## src/rtl/walk_pkg.sv

```systemverilog
// Package: shared constants and state types for the bus enumeration walker.
// Assumes the configuration header layout in which dword 0 holds the
// identifiers, dword 2 the class code, dword 3 the header type byte and
// dword 6 the bus numbering of a bridge.
package walk_pkg;

    localparam int unsigned DW_ID     = 0;
    localparam int unsigned DW_CLASS  = 2;
    localparam int unsigned DW_HDR    = 3;
    localparam int unsigned DW_BUSNUM = 6;

    localparam logic [23:0] CLASS_CFG_BRIDGE = 24'h060400;
    localparam logic [6:0]  LAYOUT_BRIDGE    = 7'd1;
    localparam logic [31:0] SLOT_EMPTY       = 32'hFFFF_FFFF;
    localparam logic [7:0]  SUB_BUS_OPEN     = 8'hFF;

    typedef enum logic [2:0] {
        ST_IDLE,
        ST_REQ,
        ST_WAIT,
        ST_EMIT,
        ST_NEXT,
        ST_DONE
    } walk_st_t;

    typedef enum logic [1:0] {
        OP_ID,
        OP_HDR,
        OP_CLS,
        OP_BUS
    } cfg_op_t;

endpackage

```

## src/rtl/walk_stack.sv

```systemverilog
// Module: LIFO of saved scan positions.
// Holds one packed entry per level of descent. Push and pop are ignored
// when full or empty respectively. The parent is expected never to request
// either one in that case, and the assertions below check it.
module walk_stack #(
    parameter int unsigned DEPTH = 8,
    parameter int unsigned EW    = 17
) (
    input  logic          clk,
    input  logic          rst_n,
    input  logic          push,
    input  logic          pop,
    input  logic [EW-1:0] din,
    output logic [EW-1:0] dout,
    output logic          full,
    output logic          empty
);
    localparam int unsigned AW = (DEPTH > 1) ? $clog2(DEPTH) : 1;
    localparam int unsigned PW = $clog2(DEPTH + 1);

    logic [EW-1:0] mem [DEPTH];
    logic [PW-1:0] sp;
    logic [AW-1:0] wr_idx;
    logic [AW-1:0] top_idx;

    assign full    = (sp == PW'(DEPTH));
    assign empty   = (sp == '0);
    assign wr_idx  = AW'(sp);
    assign top_idx = AW'(sp - PW'(1));
    assign dout    = mem[top_idx];

    // Track the fill level.
    always_ff @(posedge clk) begin
        if (!rst_n) begin
            sp <= '0;
        end else if (push && !full) begin
            sp <= sp + PW'(1);
        end else if (pop && !empty) begin
            sp <= sp - PW'(1);
        end
    end

    // Store a pushed entry at the current top.
    always_ff @(posedge clk) begin
        if (push && !full) begin
            mem[wr_idx] <= din;
        end
    end


    no_overflow_chk: assert property (@(posedge clk) disable iff (!rst_n)
        push |-> !full);


    no_underflow_chk: assert property (@(posedge clk) disable iff (!rst_n)
        pop |-> !empty);

endmodule

```

## src/rtl/walk_cursor.sv

```systemverilog
// Module: next-slot computation on one bus.
// From the current device/function and the multi-function flag of the
// device, gives the next slot to probe, or flags that the bus is exhausted.
// Assumes that the flag is cleared when function 0 is absent.
module walk_cursor #(
    parameter int unsigned DEV_W = 5,
    parameter int unsigned FN_W  = 3
) (
    input  logic [DEV_W-1:0] dev,
    input  logic [FN_W-1:0]  fn,
    input  logic             multi,
    output logic [DEV_W-1:0] nxt_dev,
    output logic [FN_W-1:0]  nxt_fn,
    output logic             bus_end
);
    // Step to the next function, else the next device, else end of bus.
    always_comb begin
        nxt_dev = dev;
        nxt_fn  = '0;
        bus_end = 1'b0;
        if (multi && (fn != '1)) begin
            nxt_fn = fn + FN_W'(1);
        end else if (dev == '1) begin
            bus_end = 1'b1;
        end else begin
            nxt_dev = dev + DEV_W'(1);
        end
    end

endmodule

```

## src/rtl/bus_enum_walker.sv

```systemverilog
// Module: depth-first enumeration of a configuration bus tree.
// Probes every slot of bus 0, numbers each bridge it finds with the next
// free bus number and scans behind it before resuming the parent bus.
// Assumes one response per accepted request and that unassigned buses read
// as all ones. BUS_W must not exceed 8 (bus fields of the numbering dword).
module bus_enum_walker
    import walk_pkg::*;
#(
    parameter int unsigned BUS_W       = 8,
    parameter int unsigned DEV_W       = 5,
    parameter int unsigned FN_W        = 3,
    parameter int unsigned REG_W       = 6,
    parameter int unsigned STACK_DEPTH = 8
) (
    input  logic             clk,
    input  logic             rst_n,
    input  logic             start,
    output logic             cfg_req_valid,
    input  logic             cfg_req_ready,
    output logic [BUS_W-1:0] cfg_req_bus,
    output logic [DEV_W-1:0] cfg_req_dev,
    output logic [FN_W-1:0]  cfg_req_fn,
    output logic [REG_W-1:0] cfg_req_reg,
    output logic             cfg_req_wr,
    output logic [31:0]      cfg_req_wdata,
    input  logic             cfg_rsp_valid,
    input  logic [31:0]      cfg_rsp_data,
    output logic             res_valid,
    input  logic             res_ready,
    output logic [BUS_W-1:0] res_bus,
    output logic [DEV_W-1:0] res_dev,
    output logic [FN_W-1:0]  res_fn,
    output logic [15:0]      res_vendor,
    output logic [7:0]       res_htype,
    output logic             done,
    output logic [BUS_W-1:0] bus_count,
    output logic             stack_err
);
    localparam int unsigned EW = BUS_W + DEV_W + FN_W + 1;

    walk_st_t         state;
    cfg_op_t          op;
    logic [BUS_W-1:0] bus_q;
    logic [DEV_W-1:0] dev_q;
    logic [FN_W-1:0]  fn_q;
    logic             multi_q;
    logic [15:0]      vendor_q;
    logic [7:0]       htype_q;
    logic [23:0]      class_q;
    logic [BUS_W-1:0] nbus_q;
    logic [BUS_W-1:0] cnt_q;
    logic             err_q;

    logic             is_bridge;
    logic             rsp_take;
    logic             stk_push;
    logic             stk_pop;
    logic             stk_full;
    logic             stk_empty;
    logic [EW-1:0]    stk_din;
    logic [EW-1:0]    stk_dout;
    logic [DEV_W-1:0] nxt_dev;
    logic [FN_W-1:0]  nxt_fn;
    logic             bus_end;

    // Classify the function just read as a bridge to a configuration bus.
    assign is_bridge = (htype_q[6:0] == LAYOUT_BRIDGE) && (class_q == CLASS_CFG_BRIDGE);
    assign rsp_take  = (state == ST_WAIT) && cfg_rsp_valid;
    assign stk_push  = rsp_take && (op == OP_BUS);
    assign stk_pop   = (state == ST_NEXT) && bus_end && !stk_empty;
    assign stk_din   = {bus_q, dev_q, fn_q, multi_q};

    walk_stack #(
        .DEPTH (STACK_DEPTH),
        .EW    (EW)
    ) u_stack (
        .clk   (clk),
        .rst_n (rst_n),
        .push  (stk_push),
        .pop   (stk_pop),
        .din   (stk_din),
        .dout  (stk_dout),
        .full  (stk_full),
        .empty (stk_empty)
    );

    walk_cursor #(
        .DEV_W (DEV_W),
        .FN_W  (FN_W)
    ) u_cursor (
        .dev     (dev_q),
        .fn      (fn_q),
        .multi   (multi_q),
        .nxt_dev (nxt_dev),
        .nxt_fn  (nxt_fn),
        .bus_end (bus_end)
    );

    // Drive the configuration request from the current slot and operation.
    always_comb begin
        cfg_req_valid = (state == ST_REQ);
        cfg_req_bus   = bus_q;
        cfg_req_dev   = dev_q;
        cfg_req_fn    = fn_q;
        cfg_req_wr    = (op == OP_BUS);
        cfg_req_wdata = {8'h00, SUB_BUS_OPEN, 8'(nbus_q), 8'(bus_q)};
        unique case (op)
            OP_ID:   cfg_req_reg = REG_W'(DW_ID);
            OP_HDR:  cfg_req_reg = REG_W'(DW_HDR);
            OP_CLS:  cfg_req_reg = REG_W'(DW_CLASS);
            default: cfg_req_reg = REG_W'(DW_BUSNUM);
        endcase
    end

    // Present the result beat of the function just read.
    assign res_valid  = (state == ST_EMIT);
    assign res_bus    = bus_q;
    assign res_dev    = dev_q;
    assign res_fn     = fn_q;
    assign res_vendor = vendor_q;
    assign res_htype  = htype_q;
    assign done       = (state == ST_DONE);
    assign bus_count  = cnt_q;
    assign stack_err  = err_q;

    // Walk state machine: probe, read, report, descend, advance, return.
    always_ff @(posedge clk) begin
        if (!rst_n) begin
            state    <= ST_IDLE;
            op       <= OP_ID;
            bus_q    <= '0;
            dev_q    <= '0;
            fn_q     <= '0;
            multi_q  <= 1'b0;
            vendor_q <= '0;
            htype_q  <= '0;
            class_q  <= '0;
            nbus_q   <= BUS_W'(1);
            cnt_q    <= '0;
            err_q    <= 1'b0;
        end else begin
            unique case (state)
                ST_IDLE: begin
                    if (start) begin
                        bus_q   <= '0;
                        dev_q   <= '0;
                        fn_q    <= '0;
                        multi_q <= 1'b0;
                        nbus_q  <= BUS_W'(1);
                        err_q   <= 1'b0;
                        op      <= OP_ID;
                        state   <= ST_REQ;
                    end
                end
                ST_REQ: begin
                    if (cfg_req_ready) begin
                        state <= ST_WAIT;
                    end
                end
                ST_WAIT: begin
                    if (cfg_rsp_valid) begin
                        unique case (op)
                            OP_ID: begin
                                if (cfg_rsp_data == SLOT_EMPTY) begin
                                    if (fn_q == '0) begin
                                        multi_q <= 1'b0;
                                    end
                                    state <= ST_NEXT;
                                end else begin
                                    vendor_q <= cfg_rsp_data[15:0];
                                    op       <= OP_HDR;
                                    state    <= ST_REQ;
                                end
                            end
                            OP_HDR: begin
                                htype_q <= cfg_rsp_data[23:16];
                                if (fn_q == '0) begin
                                    multi_q <= cfg_rsp_data[23];
                                end
                                op    <= OP_CLS;
                                state <= ST_REQ;
                            end
                            OP_CLS: begin
                                class_q <= cfg_rsp_data[31:8];
                                state   <= ST_EMIT;
                            end
                            default: begin
                                bus_q   <= nbus_q;
                                nbus_q  <= nbus_q + BUS_W'(1);
                                dev_q   <= '0;
                                fn_q    <= '0;
                                multi_q <= 1'b0;
                                op      <= OP_ID;
                                state   <= ST_REQ;
                            end
                        endcase
                    end
                end
                ST_EMIT: begin
                    if (res_ready) begin
                        if (is_bridge && !stk_full) begin
                            op    <= OP_BUS;
                            state <= ST_REQ;
                        end else begin
                            if (is_bridge) begin
                                err_q <= 1'b1;
                            end
                            state <= ST_NEXT;
                        end
                    end
                end
                ST_NEXT: begin
                    if (bus_end) begin
                        if (stk_empty) begin
                            cnt_q <= nbus_q - BUS_W'(1);
                            state <= ST_DONE;
                        end else begin
                            {bus_q, dev_q, fn_q, multi_q} <= stk_dout;
                        end
                    end else begin
                        dev_q <= nxt_dev;
                        fn_q  <= nxt_fn;
                        op    <= OP_ID;
                        state <= ST_REQ;
                    end
                end
                default: begin
                    state <= ST_IDLE;
                end
            endcase
        end
    end


    req_hold_chk: assert property (@(posedge clk) disable iff (!rst_n)
        (cfg_req_valid && !cfg_req_ready) |=> (cfg_req_valid &&
            $stable({cfg_req_bus, cfg_req_dev, cfg_req_fn, cfg_req_reg, cfg_req_wr, cfg_req_wdata})));


    one_outstanding_chk: assert property (@(posedge clk) disable iff (!rst_n)
        (cfg_req_valid && cfg_req_ready) |=> !cfg_req_valid);


    res_hold_chk: assert property (@(posedge clk) disable iff (!rst_n)
        (res_valid && !res_ready) |=> (res_valid &&
            $stable({res_bus, res_dev, res_fn, res_vendor, res_htype})));


    bus_known_chk: assert property (@(posedge clk) disable iff (!rst_n)
        cfg_req_valid |-> (cfg_req_bus < nbus_q));


    bus_order_chk: assert property (@(posedge clk) disable iff (!rst_n)
        (cfg_req_valid && cfg_req_wr) |-> (cfg_req_wdata[15:8] > cfg_req_wdata[7:0]));


    done_pulse_chk: assert property (@(posedge clk) disable iff (!rst_n)
        done |=> !done);


    err_sticky_chk: assert property (@(posedge clk) disable iff (!rst_n)
        (stack_err && !(state == ST_IDLE && start)) |=> stack_err);

endmodule

```

## config.mk

```make
export PLATFORM = sky130hd
export DESIGN_NAME = bus_enum_walker
export DESIGN_NICKNAME = d
export VERILOG_FILES = /design/src/rtl/walk_pkg.sv /design/src/rtl/walk_stack.sv /design/src/rtl/walk_cursor.sv /design/src/rtl/bus_enum_walker.sv
export SDC_FILE = /design/constraint.sdc
export NUM_CORES = 1
export LEC_CHECK = 0
export BUFFER_PORTS_ARGS = -buffer_cell sky130_fd_sc_hd__clkbuf_2
export CORE_MARGIN = 8
export CORE_UTILIZATION = 44
export CTS_BUF_LIST = sky130_fd_sc_hd__clkbuf_16
export DETAILED_ROUTE_END_ITERATION = 6
export GPL_TIMING_DRIVEN = 0
export MAX_ROUTING_LAYER = met4
export PLACE_DENSITY = 0.72
export REMOVE_ABC_BUFFERS = 1
export SYNTH_ARGS = -nofsm -noshare
export SYNTH_HDL_FRONTEND = slang
export SYNTH_HIERARCHICAL = 1
export SYNTH_SLANG_ARGS = --single-unit
```

## constraint.sdc

```tcl
create_clock -name clk -period 4.08 [get_ports clk]
set_input_delay 0 -clock clk [delete_from_list [all_inputs] [get_ports clk]]
set_output_delay 0 -clock clk [all_outputs]
set_load 0.005 [all_outputs]
```

## Yosys cells after proc, flatten, opt, wreduce, memory -nomap -nowiden

Memories as Yosys holds them, arrays and structs flattened.
Index checks and enable logic that the tools add are counted.
Widths: inputs -> output; s select.

| storage, ports and cells | value |
|---|---|
| bits in registers | 91 |
| bits in writable memories | 136 |
| bits of input ports | 38 |
| memories | 1 |

| cells by class | value |
|---|---|
| add/sub/neg operators | 6 |
| equal/unequal tests | 34 |
| muxes and demuxes | 63 |
| bitwise gates (word level) | 1 |
| reductions and logical operators | 33 |

Memory list:

| memory | depth | bits a word | read ports | clocked after Yosys merged registers in | wr ports | RTL line | text |
|---|---|---|---|---|---|---|---|
| u_stack.mem | 8 | 17 | 1 | 0 | 1 | walk_stack.sv:21 | `logic [EW-1:0] mem [DEPTH];` |

Operators with widths:

| cell | count |
|---|---|
| $mux 8 | 8 |
| $mux 3 | 14 |
| $mux 5 | 7 |
| $eq 32x32->1 const B | 1 |
| $eq 24x19->1 const B | 1 |
| $ne 3x3->1 const B | 8 |
| $pmux 8 s3 | 1 |
| $pmux 3 s3 | 2 |
| $ne 2x2->1 const B | 8 |
| $pmux 8 s2 | 1 |
| $pmux 3 s5 | 1 |
| $pmux 5 s3 | 1 |
| $reduce_and 5->1 | 3 |
| $mux 1 | 14 |
| $mux 2 | 6 |
| $logic_and 1x1->1 | 9 |
| $reduce_and 3->1 | 3 |
| $reduce_and 9->1 | 1 |
| $add 8x1->8 const B | 1 |
| $mux 4 | 2 |
| $ne 2x1->1 const B | 4 |
| $pmux 2 s4 | 1 |
| $reduce_and 4->1 | 2 |
| $reduce_and 8->1 | 1 |
| other kinds (29) | 37 |

## Longest topological paths before layout

Gate-level depths: netlist (run 1).

| logic depth | value |
|---|---|
| depth after elaboration | 8 |
| gate-level depth with buffers | 13 |
| mapped depth without buffers | 9 |

## Hierarchy

Netlist (run 1), hierarchy kept.

By module, submodules not included:

| module | times used | cells each | area an instance (um^2) | sequential area each (um^2) |
|---|---|---|---|---|
| walk_stack | 1 | 256 | 5515.3 | 4164.0 |
| bus_enum_walker | 1 | 502 | 4256.6 | 1741.7 |
| walk_cursor | 1 | 21 | 175.2 | 0.0 |

## Least setup slack after synthesis (run 1)

Ideal clock, no wire load.

| path | value |
|---|---|
| path kind | register -> register |
| start | register state[1] |
| end | memory u_stack.mem[0][0], enable pin |
| library setup time | 412 ps |
| arrival | 2896 ps |
| slack | 772 ps |
| cell stages (with the launch flop) | 9 |
| period minus slack after synthesis | 3308 ps |
| cells stage by stage | dfxtp_1 > buf_4 > mux2i_1 > a22oi_2 > nand2_1 > nor2_1 > clkbuf_1 > nand3b_1 > nor3_1 |

| on the way | value |
|---|---|
| cells in the longest elaborated chain, start to end | 6 |

RTL lines:

| element | RTL line | text |
|---|---|---|
| from (decl) | bus_enum_walker.sv:41 | `walk_st_t state;` |
| from (signal assigned) | bus_enum_walker.sv:129 | `state <= ST_IDLE;` |
| from (signal assigned) | bus_enum_walker.sv:152 | `state <= ST_REQ;` |
| from (signal assigned) | bus_enum_walker.sv:157 | `state <= ST_WAIT;` |
| $eq 3x2->1 | bus_enum_walker.sv:68 | `assign rsp_take = (state == ST_WAIT) && cfg_rsp_valid;` |
| $logic_and 1x1->1 | bus_enum_walker.sv:68 |  |
| $logic_and 1x1->1 | bus_enum_walker.sv:69 | `assign stk_push = rsp_take && (op == OP_BUS);` |
| named net stk_push | bus_enum_walker.sv:56 | `logic stk_push;` |
| $logic_and 1x1->1 | walk_stack.sv:45 | `if (push && !full) begin` |
| $mux 1 | walk_stack.sv:45 |  |
| $mux 1 (implied by the code) | walk_stack.sv:46 | `mem[wr_idx] <= din;` |
| to (decl) | walk_stack.sv:21 |  |

The timed path passes the listed nets, and every way through them passes these cells.

## Worst setup path after layout (run 1)

| path | value |
|---|---|
| start | register state[1] |
| end | memory u_stack.mem[4][5], enable pin |

The elaborated chain is that of the path after synthesis.

==> results.rst, run 1 <==
.. list-table::
   :header-rows: 1

   * - Metric
     - Value
   * - Final std cells w/o fill
     - about 1200
   * - Data arrival time at the worst-slack endpoint
     - about 4000 ps
   * - I/O Pins
     - about 150
   * - Final wirelength
     - around 22000 µm
   * - Relative area change from synthesis to final layout
     - 17.9%
   * - Setup-violating endpoint count in the final report
     - 0
   * - Post-CTS sizing
     - 0
   * - Initial antenna violation count
     - 0
   * - RSZ-0062 raised after global routing
     - no
   * - Overall Global Routing Usage
     - roughly 16%
   * - Number of slew-limit violations in the final report
     - 0
   * - CTS clock-pin slew for the worst setup and hold paths
     - around 60 ps
   * - Result of the run
     - finished, final reports clean
   * - Iteration-0 DRC count of the detailed router
     - 431
   * - Drt first pass iters
     - 5
   * - Worst hold-check slack
     - approximately 33 ps
   * - Fraction of final layout cells sized beyond drive strength 1
     - a little over a quarter
   * - Top cell type's share of synthesized area
     - 41.1%
   * - EDFF count, synth
     - 136
   * - Multi-input combinational cell area
     - about 3500 µm²
   * - Pre-CTS WS
     - roughly 240 ps
   * - Via density
     - 5.43
   * - Critical Path Source Type
     - register
   * - Die Outline Area
     - approximately 28000 µm²
   * - Category of the most critical setup path
     - reg -> reg
   * - H-tree levels
     - 1
   * - Initial cell density of the core
     - approximately 44%
   * - CTS tree
     - yes
   * - Clock latency on the worst-skew pair
     - between 500 and 600 ps
   * - Post-DP HPWL
     - around 14000 µm
   * - Final weighted congestion in routability-driven placement
     - ~0.81
   * - Std-Cell Core Area
     - 22400 µm²
   * - Max Cap Viol
     - 0
   * - Clock Tree Buf Depth
     - 3
   * - Peak Freq
     - around 270 MHz
   * - Antenna-violating nets left
     - 0
   * - Top FF cell, synth
     - edfxtp_1
   * - Per-cell routed wire length
     - around 19 µm
   * - Remaining global-route overflow
     - 0
   * - Post-synth top area cell
     - edfxtp_1
   * - Kind of capture point of the worst setup path
     - register
   * - Diodes inserted
     - 0
   * - Max IR drop VDD
     - 0.000284 V
   * - Std-Cell Rows
     - 55
   * - Quantity of I/O buffers inserted on ports
     - roughly 130
   * - DR vias
     - between 6000 and 7000
   * - Worst slew pin tran
     - roughly 1300 ps
   * - Chip Width
     - 166 µm
   * - Sink count of the clock tree
     - between 200 and 250
   * - Synthesized area per cell
     - between 10 and 15 µm²
   * - Minimum period implied by the final worst setup slack
     - 3740 ps
   * - Count of filler cells inserted in the layout
     - 1900
   * - Final period utilization
     - around nine tenths
   * - Cells after DPL
     - 1127
   * - CP Max Fanout
     - 20
   * - Largest net degree at the start of global routing
     - 78
   * - Type of the tightest min-delay check
     - in -> reg
   * - Critical path data required time
     - about 4300 ps
   * - DRC viols
     - 0
   * - FF/Latch Area
     - 5910 µm²
   * - Final Core Density
     - 52.3%
   * - Cell Area, Synth
     - between 9000 and 10000 µm²
   * - Async set-or-reset flop fraction in the synthesized netlist
     - 0%
   * - Cell types occupying the most area after synthesis
     - edfxtp_1, dfxtp_1, mux4_2
   * - Post-synthesis instance total
     - about 780
   * - Ys Warns
     - 6
   * - Die Y
     - about 170 µm
   * - Vias in the first global route
     - a little under 7000
   * - Number of nets in the layout
     - 948
   * - Post-CTS setup buffer count
     - 0
   * - Count of hold-fix buffers inserted at cts
     - 34
   * - First-pass GRT wire length
     - roughly 36000 µm
   * - Total leakage power
     - roughly 4.4 nW
   * - Power density over cell area
     - around 410 nW/µm²
   * - Worst slew margin relative to its limit
     - about 16%
   * - Cell chosen for the clock root
     - clkbuf_16
   * - Hold Vio Cnt, Final
     - 0
   * - Register bit count reported by yosys
     - 227
   * - Final WS setup
     - about 340 ps
   * - Sum of negative setup slack
     - 0 ps
   * - Number of buffers inserted during clock tree synthesis
     - 24
   * - Synth unique cells
     - between 60 and 70
   * - Sequential cell area fraction in the yosys report
     - 59.4%
   * - Clock Skew
     - 22.1 ps
-- synth_stat cells, types with 14 or more instances --
cell and number:
buf_4 51, buf_2 14, nand4_1 15, dfxtp_1 91, edfxtp_1 136, nor2_1 63
mux2_2 20, clkbuf_1 21, a211oi_1 15, a21oi_1 48, nand2_1 80, mux4_2 34
mux2i_1 35
-- layout by cell type (no fill, tap or decap), drive strengths merged, types with 7 or more instances in the layout --
cell | Yosys | final
a211oi | 17 | 17
a21oi | 48 | 48
a22oi | 9 | 9
buf | 67 | 10
clkbuf | 21 | 149
conb | 2 | 19
dfxtp | 91 | 91
dlygate4sd3 | 0 | 34
edfxtp | 136 | 136
ha | 7 | 7
inv | 13 | 25
mux2 | 21 | 21
mux2i | 35 | 35
mux4 | 34 | 34
nand2 | 82 | 82
nand3 | 12 | 12
nand3b | 7 | 7
nand4 | 15 | 15
nor2 | 63 | 63
nor3 | 7 | 7
nor4 | 7 | 7
o21ai | 11 | 11
or3 | 10 | 10
xnor2 | 7 | 7
xor2 | 7 | 7
-- cell families after synthesis --
group | share of synthesized area (%)
fa+ha+maj | 0.880
compound gates | 6.99
flops | 59.4
xor+xnor | 1.31
mux | 13.6
simple gates | 11.7
buf+inv | 5.99
other cells | 0.0755
-- critical path: stages, from the launching register on --
cell and delay (ps):
dfxtp_1 740, mux2i_1 330, a22oi_2 280, nand2_1 160
nor2_1 660, nand2_1 280, nor3_2 770, buf_8 240
-- path summary, 6_finish.rpt --
check	depth (start not counted)	slack (ps)	endpoint	start
hold / removal	6	30	state[1]$_SDFFE_PN0P_	cfg_req_ready
setup / recovery	7	340	u_stack/mem[4][5]$_DFFE_PP_	state[1]$_SDFFE_PN0P_
setup reg to reg	7	340	u_stack/mem[4][5]$_DFFE_PP_	state[1]$_SDFFE_PN0P_
hold reg to reg	2	460	class_q[9]$_SDFFE_PN0P_	class_q[9]$_SDFFE_PN0P_
-- state kept, by name, indices dropped and copies added, names as in the netlist --
name         count
res_htype        8
u_stack/mem    136
res_vendor      16
multi_q          1
cfg_req_dev      5
cfg_req_bus      8
op               2
stack_err        1
class_q         24
nbus_q           8
bus_count        8
cfg_req_fn       3
state            3
u_stack/sp       4
-- where the power goes --
group | internal [W] | switching (W) | total, W | leakage (nW)
clock network | 0.00113 | 0.000856 | 0.00198 | 0.400
registers | 0.00247 | 0.0000637 | 0.00253 | 2.08
logic | 0.000137 | 0.000190 | 0.000327 | 1.89
total | 0.00373 | 0.00111 | 0.00484 | 4.37
-- cell type report --
class | instances | share of cell area, %
well taps | 285 | 3.04
clock buffers | 24 | 5.12
repair buffers | 169 | 9.82
multi-input cells | 468 | 30.2
flip-flops and latches | 227 | 50.4
clock inverters | 19 | 1.00
inverters | 13 | 0.427
-- per-stage QoR --
| step | cell area (µm²) | power (W) |
|---|---|---|
| finish | 11700 | 0.00484 |
| global route | 11700 | 0.00502 |
| CTS | 11700 | 0.00488 |
| detailed placement | 10600 | 0.00287 |
| global placement | 10400 | 0.00286 |
| floorplan | 9460 | 0.00273 |
-- routing by layer --
metal	track usage, %	vias to the layer above	share of wire, %
li1	-	3069	-
met1	19.6	3219	42
met2	27.6	208	49
met3	3.71	46	6.5
met4	4.94	0	2.5
met5	-	-	0
Note: power is estimated with default switching activity, not from simulation.
==> run 2, diff against run 1 <==
--- a/config.mk
+++ b/config.mk
@@ -12,7 +12,7 @@
 export DETAILED_ROUTE_END_ITERATION = 6
 export GPL_TIMING_DRIVEN = 0
 export MAX_ROUTING_LAYER = met4
-export PLACE_DENSITY = 0.72
+export PLACE_DENSITY = 0.7
 export REMOVE_ABC_BUFFERS = 1
 export SYNTH_ARGS = -nofsm -noshare
 export SYNTH_HDL_FRONTEND = slang
==> run 2 against run 1 <==
Sequential power is essentially flat. Final cell count is the same. Critical path type unchanged. Wire length shrank 0.37%. Sequential share of layout area shrank 0.23 points. Critical path depth is the same. Combinational power shrank 1%. Global-route usage grew 0.13 points. Clock-buffer cell count grew 1.
==> results.rst, run 2 (same netlist as run 1, synthesis figures left out) <==
.. list-table::
   :header-rows: 1

   * - Metric
     - Value
   * - Result of the run
     - finished, final reports clean
   * - Cell with the largest stage delay on the worst path
     - dfxtp_1
   * - Antenna-violating nets left
     - 0
   * - Final Core Density
     - 52.5%
   * - Fraction of final layout cells sized beyond drive strength 1
     - between 20 and 30%
   * - Clock latency on the worst-skew pair
     - 520 ps
   * - CTS tree
     - yes
   * - Category of the most critical setup path
     - reg -> reg
   * - Chip Width
     - ~170 µm
   * - Global routing usage on met1
     - 20.2%
   * - Number of nets in the layout
     - 949
   * - Iteration-0 DRC count of the detailed router
     - around 400
   * - Max Cap Viol
     - 0
   * - Largest net degree at the start of global routing
     - between 70 and 80
   * - Power density over cell area
     - around 420 nW/µm²
   * - Overall Global Routing Usage
     - between 10% and 20%
   * - Initial cell density of the core
     - 44.3%
   * - Cell chosen for the clock root
     - clkbuf_16
   * - Busiest metal layer after global routing
     - met2
   * - Worst slew margin relative to its limit
     - 9.46%
   * - Remaining global-route overflow
     - 0
   * - Final wirelength
     - roughly 22000 µm
   * - Std-Cell Rows
     - 55
   * - Post-DP HPWL
     - between 10000 and 15000 µm
   * - Largest stage delay on the critical path
     - approximately 710 ps
   * - Setup-violating endpoint count in the final report
     - 0
   * - Number of buffers inserted during clock tree synthesis
     - 24
   * - Hold Vio Cnt, Final
     - 0
   * - Max IR drop VDD
     - ~0.00027 V
   * - Die Outline Area
     - 27700 µm²
   * - Critical Path Source Type
     - register
   * - Peak Freq
     - 274 MHz
   * - Kind of capture point of the worst setup path
     - register
   * - Count of filler cells inserted in the layout
     - between 1500 and 2000
   * - Final weighted congestion in routability-driven placement
     - between 0.8 and 0.9
   * - Number of slew-limit violations in the final report
     - 0
   * - Placement-stage cell area
     - approximately 11000 µm²
   * - Clock Tree Buf Depth
     - 3
   * - Sink count of the clock tree
     - ~230
   * - CP Max Fanout
     - 20
   * - Worst hold-check slack
     - 20.2 ps
   * - Type of the tightest min-delay check
     - in -> reg
   * - Diodes inserted
     - 0
   * - RSZ-0062 raised after global routing
     - no
   * - Initial antenna violation count
     - 0
   * - Relative area change from synthesis to final layout
     - 18.4%
   * - Met2 GRT Util
     - about 28%
   * - Final cell area excluding filler cells
     - ~12000 µm²
   * - Met3 usage in global routing
     - 3.45%
   * - Top register by number of flip-flops
     - u_stack/mem
   * - Std-Cell Core Area
     - 22400 µm²
   * - Die Y
     - 166 µm
   * - Buffering stage count on the worst path with inverters included
     - 1
   * - Worst slew pin tran
     - roughly 1400 ps
   * - Most common library cell in the layout ignoring fill and taps
     - edfxtp_1
   * - Most used cells in the layout excluding fill and tap cells
     - edfxtp_1, clkbuf_2, dfxtp_1
   * - Max FFs per register
     - 136
   * - DRC viols
     - 0
   * - Via density
     - about 5.3
   * - I/O Pins
     - between 100 and 150
   * - Worst-path cell chain
     - mux2i_1 > a22oi_2 > nand2_1 > nor2_1 > nand3b_1 > nor3_2 > buf_6
   * - Drt first pass iters
     - 5
   * - Clock Skew
     - 18.9 ps
   * - Total leakage power
     - ~4.4 nW
   * - Quantity of I/O buffers inserted on ports
     - ~130
   * - H-tree levels
     - 1
   * - Data arrival time at the worst-slack endpoint
     - 3880 ps
   * - Per-cell routed wire length
     - between 15 and 20 µm
   * - Critical path data required time
     - about 4300 ps
   * - Final period utilization
     - between 80% and 90%
   * - First-pass GRT wire length
     - approximately 36000 µm
   * - Vias in the first global route
     - 6752
   * - Minimum period implied by the final worst setup slack
     - 3650 ps
   * - Delay-heaviest family, CP
     - simple AND/OR/NAND/NOR gates
   * - CTS clock-pin slew for the worst setup and hold paths
     - 60 ps
   * - DR vias
     - 6438
run 2: cell type report:
cell class / instances / area [µm²] / area share [%]
clock inverter: 17 / 136 / 1.16
inverter: 13 / 50.0 / 0.425
sequential: 227 / 5910 / 50.2
tap: 285 / 357 / 3.03
timing repair buffer: 170 / 1160 / 9.88
clock buffer: 25 / 626 / 5.31
multi-input combinational: 468 / 3540 / 30.0
run 2: metrics by stage:
stage                     power [W]  TNS (ps)  instances  setup slack [ps]
after global routing        0.00513         0       1205               202
after global placement      0.00287   -132350       1118             -2020
after floorplan             0.00273      -823        708             -48.4
after detailed placement    0.00287         0       1127               272
after CTS                   0.00500         0       1203               137
final                       0.00496         0       1205               431
run 2: final timing paths:
check	startpoint	end	slack [ps]	cells past startpoint
setup / recovery	state[1]$_SDFFE_PN0P_	u_stack/mem[0][4]$_DFFE_PP_	430	7
hold / removal	cfg_req_ready	state[1]$_SDFFE_PN0P_	20	6
setup reg to reg	state[1]$_SDFFE_PN0P_	u_stack/mem[0][4]$_DFFE_PP_	430	7
hold reg to reg	class_q[10]$_SDFFE_PN0P_	class_q[10]$_SDFFE_PN0P_	450	2
run 2: repair_timing:
item | in CTS | in global routing
setup buffers | 0 | 0
gates resized for setup | 0 | 0
hold buffers | 34 | 0
hold endpoints to repair | 57 | 0
run 2: tightest hold or removal path, cell delays in order:
cell and delay [ps]:
clkbuf_2 80, mux2i_1 50, nand2_1 100, nand3b_1 110, nand2_1 80, a21oi_1 60
run 2: metal layers:
layer  up-vias  wire (µm)
li1       3075          -
met1      3145       9910
met2       179      10800
met3        39       1150
met4         0        573
met5         -          0
run 2: power breakdown:
part | internal (W) | switching (W) | total [W]
Combinational | 0.000136 | 0.000187 | 0.000323
Sequential | 0.00247 | 0.0000625 | 0.00253
Clock | 0.00123 | 0.000873 | 0.00210
==> run 3, diff against run 2 <==
--- a/config.mk
+++ b/config.mk
@@ -5,6 +5,7 @@
 export SDC_FILE = /design/constraint.sdc
 export NUM_CORES = 1
 export LEC_CHECK = 0
+export ABC_CLOCK_PERIOD_IN_PS = 3700
 export BUFFER_PORTS_ARGS = -buffer_cell sky130_fd_sc_hd__clkbuf_2
 export CORE_MARGIN = 8
 export CORE_UTILIZATION = 44
==> constraint.sdc (replaced) <==
create_clock -name clk -period 3.7 [get_ports clk]
set_input_delay 0 -clock clk [delete_from_list [all_inputs] [get_ports clk]]
set_output_delay 0 -clock clk [all_outputs]
set_load 0.005 [all_outputs]
==> run 3 against run 2 <==
Clock power increased by 10%. Global-route usage unchanged. Non-clock buffer count decreased by 1. Wire length about the same. Core utilization about the same. Setup slack got worse by 130 ps. Final cell count about the same. Final area about the same. Clock-buffer cell count unchanged. Highest routed layer unchanged. First-iteration DRC count decreased by 7.2%. Sequential cell count unchanged. Critical path depth unchanged.
==> results.rst, run 3 (same netlist as run 1, synthesis figures left out) <==
.. list-table::
   :header-rows: 1

   * - Metric
     - Value
   * - Result of the run
     - finished, final reports clean
   * - Largest net degree at the start of global routing
     - 78
   * - Worst hold-check slack
     - approximately 21 ps
   * - Max IR drop VDD
     - ~0.00030 V
   * - Antenna-violating nets left
     - 0
   * - Worst slew pin tran
     - ~1400 ps
   * - Quantity of I/O buffers inserted on ports
     - approximately 130
   * - Overall Global Routing Usage
     - roughly 17%
   * - Clock Skew
     - 18.2 ps
   * - Vias in the first global route
     - between 6000 and 7000
   * - Top register by number of flip-flops
     - u_stack/mem
   * - Number of buffers inserted during clock tree synthesis
     - 24
   * - Iteration-0 DRC count of the detailed router
     - around 380
   * - Most common library cell in the layout ignoring fill and taps
     - edfxtp_1
   * - Most used cells in the layout excluding fill and tap cells
     - edfxtp_1, clkbuf_2, dfxtp_1
   * - Die Y
     - roughly 170 µm
   * - Per-cell routed wire length
     - approximately 19 µm
   * - DRC viols
     - 0
   * - Initial antenna violation count
     - 0
   * - Clock latency on the worst-skew pair
     - 520 ps
   * - Final period utilization
     - about 92%
   * - Diodes inserted
     - 0
   * - CTS clock-pin slew for the worst setup and hold paths
     - 60 ps
   * - Minimum period implied by the final worst setup slack
     - roughly 3400 ps
   * - Std-Cell Rows
     - 55
   * - Number of nets in the layout
     - between 900 and 1000
   * - Number of slew-limit violations in the final report
     - 0
   * - First-pass GRT wire length
     - 36400 µm
   * - Type of the tightest min-delay check
     - in -> reg
   * - DR vias
     - around 6400
   * - Category of the most critical setup path
     - reg -> reg
   * - Via density
     - 5.35
   * - Hold Vio Cnt, Final
     - 0
   * - Chip Width
     - 166 µm
   * - Max Cap Viol
     - 0
   * - Post-route total power
     - 0.00547 W
   * - Flop2flop setup slack
     - just over 300 ps
   * - Worst slew margin relative to its limit
     - slightly above 9%
   * - Sum of negative setup slack
     - 0 ps
   * - Post-CTS setup buffer count
     - 0
   * - Remaining global-route overflow
     - 0
   * - Final std cells w/o fill
     - 1204
   * - CTS tree
     - yes
   * - Std-Cell Core Area
     - 22400 µm²
   * - Setup-violating endpoint count in the final report
     - 0
   * - Sink count of the clock tree
     - around 230
   * - Final wirelength
     - 22400 µm
   * - Switch Pwr
     - about 0.0012 W
   * - I/O Pins
     - 145
   * - Kind of capture point of the worst setup path
     - register
   * - CP Max Fanout
     - 20
   * - Post-DP HPWL
     - ~14000 µm
   * - Cell chosen for the clock root
     - clkbuf_16
   * - Fraction of final layout cells sized beyond drive strength 1
     - between 20 and 30%
   * - Power density over cell area
     - 464 nW/µm²
   * - Critical Path Source Type
     - register
   * - Clock Tree Buf Depth
     - 3
   * - RSZ-0062 raised after global routing
     - no
   * - H-tree levels
     - 1
   * - Max FFs per register
     - 136
   * - Relative contribution of combinational cells to total power
     - under 10%
   * - Cells after DPL
     - between 1000 and 1500
   * - Peak Freq
     - ~290 MHz
   * - Data arrival time at the worst-slack endpoint
     - between 3000 and 4000 ps
   * - Pre-CTS WS
     - -108 ps
   * - Critical path data required time
     - ~3900 ps
   * - Initial cell density of the core
     - roughly 44%
   * - Internal power
     - 0.00423 W
   * - Relative area change from synthesis to final layout
     - 18.5%
   * - Final WS setup
     - around 300 ps
   * - Final weighted congestion in routability-driven placement
     - around 0.8
   * - Share of total power in the clock network
     - 42.4%
   * - Drt first pass iters
     - 5
   * - Portion of total power attributed to sequential cells
     - about half
   * - Switching power as a share of total power
     - between 20% and 30%
   * - Total leakage power
     - around 4.4 nW
   * - Die Outline Area
     - 27700 µm²
## run 3: cell type report
type	instances	area [µm²]
clock inverters	17	136
flip-flops and latches	227	5910
well taps	285	357
repair buffers	169	1160
clock buffers	25	626
inverters	13	50.0
fillers	1861	10700
multi-input cells	468	3550
## run 3: power groups by stage
stage	clock, W	combinational [W]	sequential (W)
finish	0.00232	0.000357	0.00279
floorplan	0	0.000176	0.00283
detailed placement	0	0.000323	0.00285
CTS	0.00237	0.000353	0.00279
global route	0.00246	0.000397	0.00280
global placement	0	0.000316	0.00284
## run 3: critical path: stages (launching register included)
cell      delay, ps
dfxtp_1         710
mux2i_1         320
a22oi_2         280
nand2_1         170
nor2_2          450
nand3b_1        320
nor3_2          620
buf_6           240
## run 3: routing by layer
metal	up-vias	routed length, µm	global-route usage [%]
li1	3075	-	-
met1	3142	9850	20.2
met2	188	10800	27.6
met3	39	1180	3.45
met4	0	575	4.62
met5	-	0	-
## run 3: repair_timing
item	CTS	global route
endpoints found under the hold margin	57	0
endpoints found under the setup margin	17	76
hold buffers	34	0
gates resized for setup	1	2
## run 3: through the flow
step / util (%) / instance area, µm²
detailed placement: 47.5 / 10700
floorplan: - / 9460
global route: 52.5 / 11800
CTS: 52.4 / 11800
global placement: 46.6 / 10400
finish: 52.5 / 11800
## run 3: final timing paths
kind | startpoint | end | depth (start not counted)
hold / removal | cfg_req_ready | state[1]$_SDFFE_PN0P_ | 6
hold reg to reg | class_q[10]$_SDFFE_PN0P_ | class_q[10]$_SDFFE_PN0P_ | 2
setup / recovery | state[1]$_SDFFE_PN0P_ | u_stack/mem[0][5]$_DFFE_PP_ | 7
setup reg to reg | state[1]$_SDFFE_PN0P_ | u_stack/mem[0][5]$_DFFE_PP_ | 7
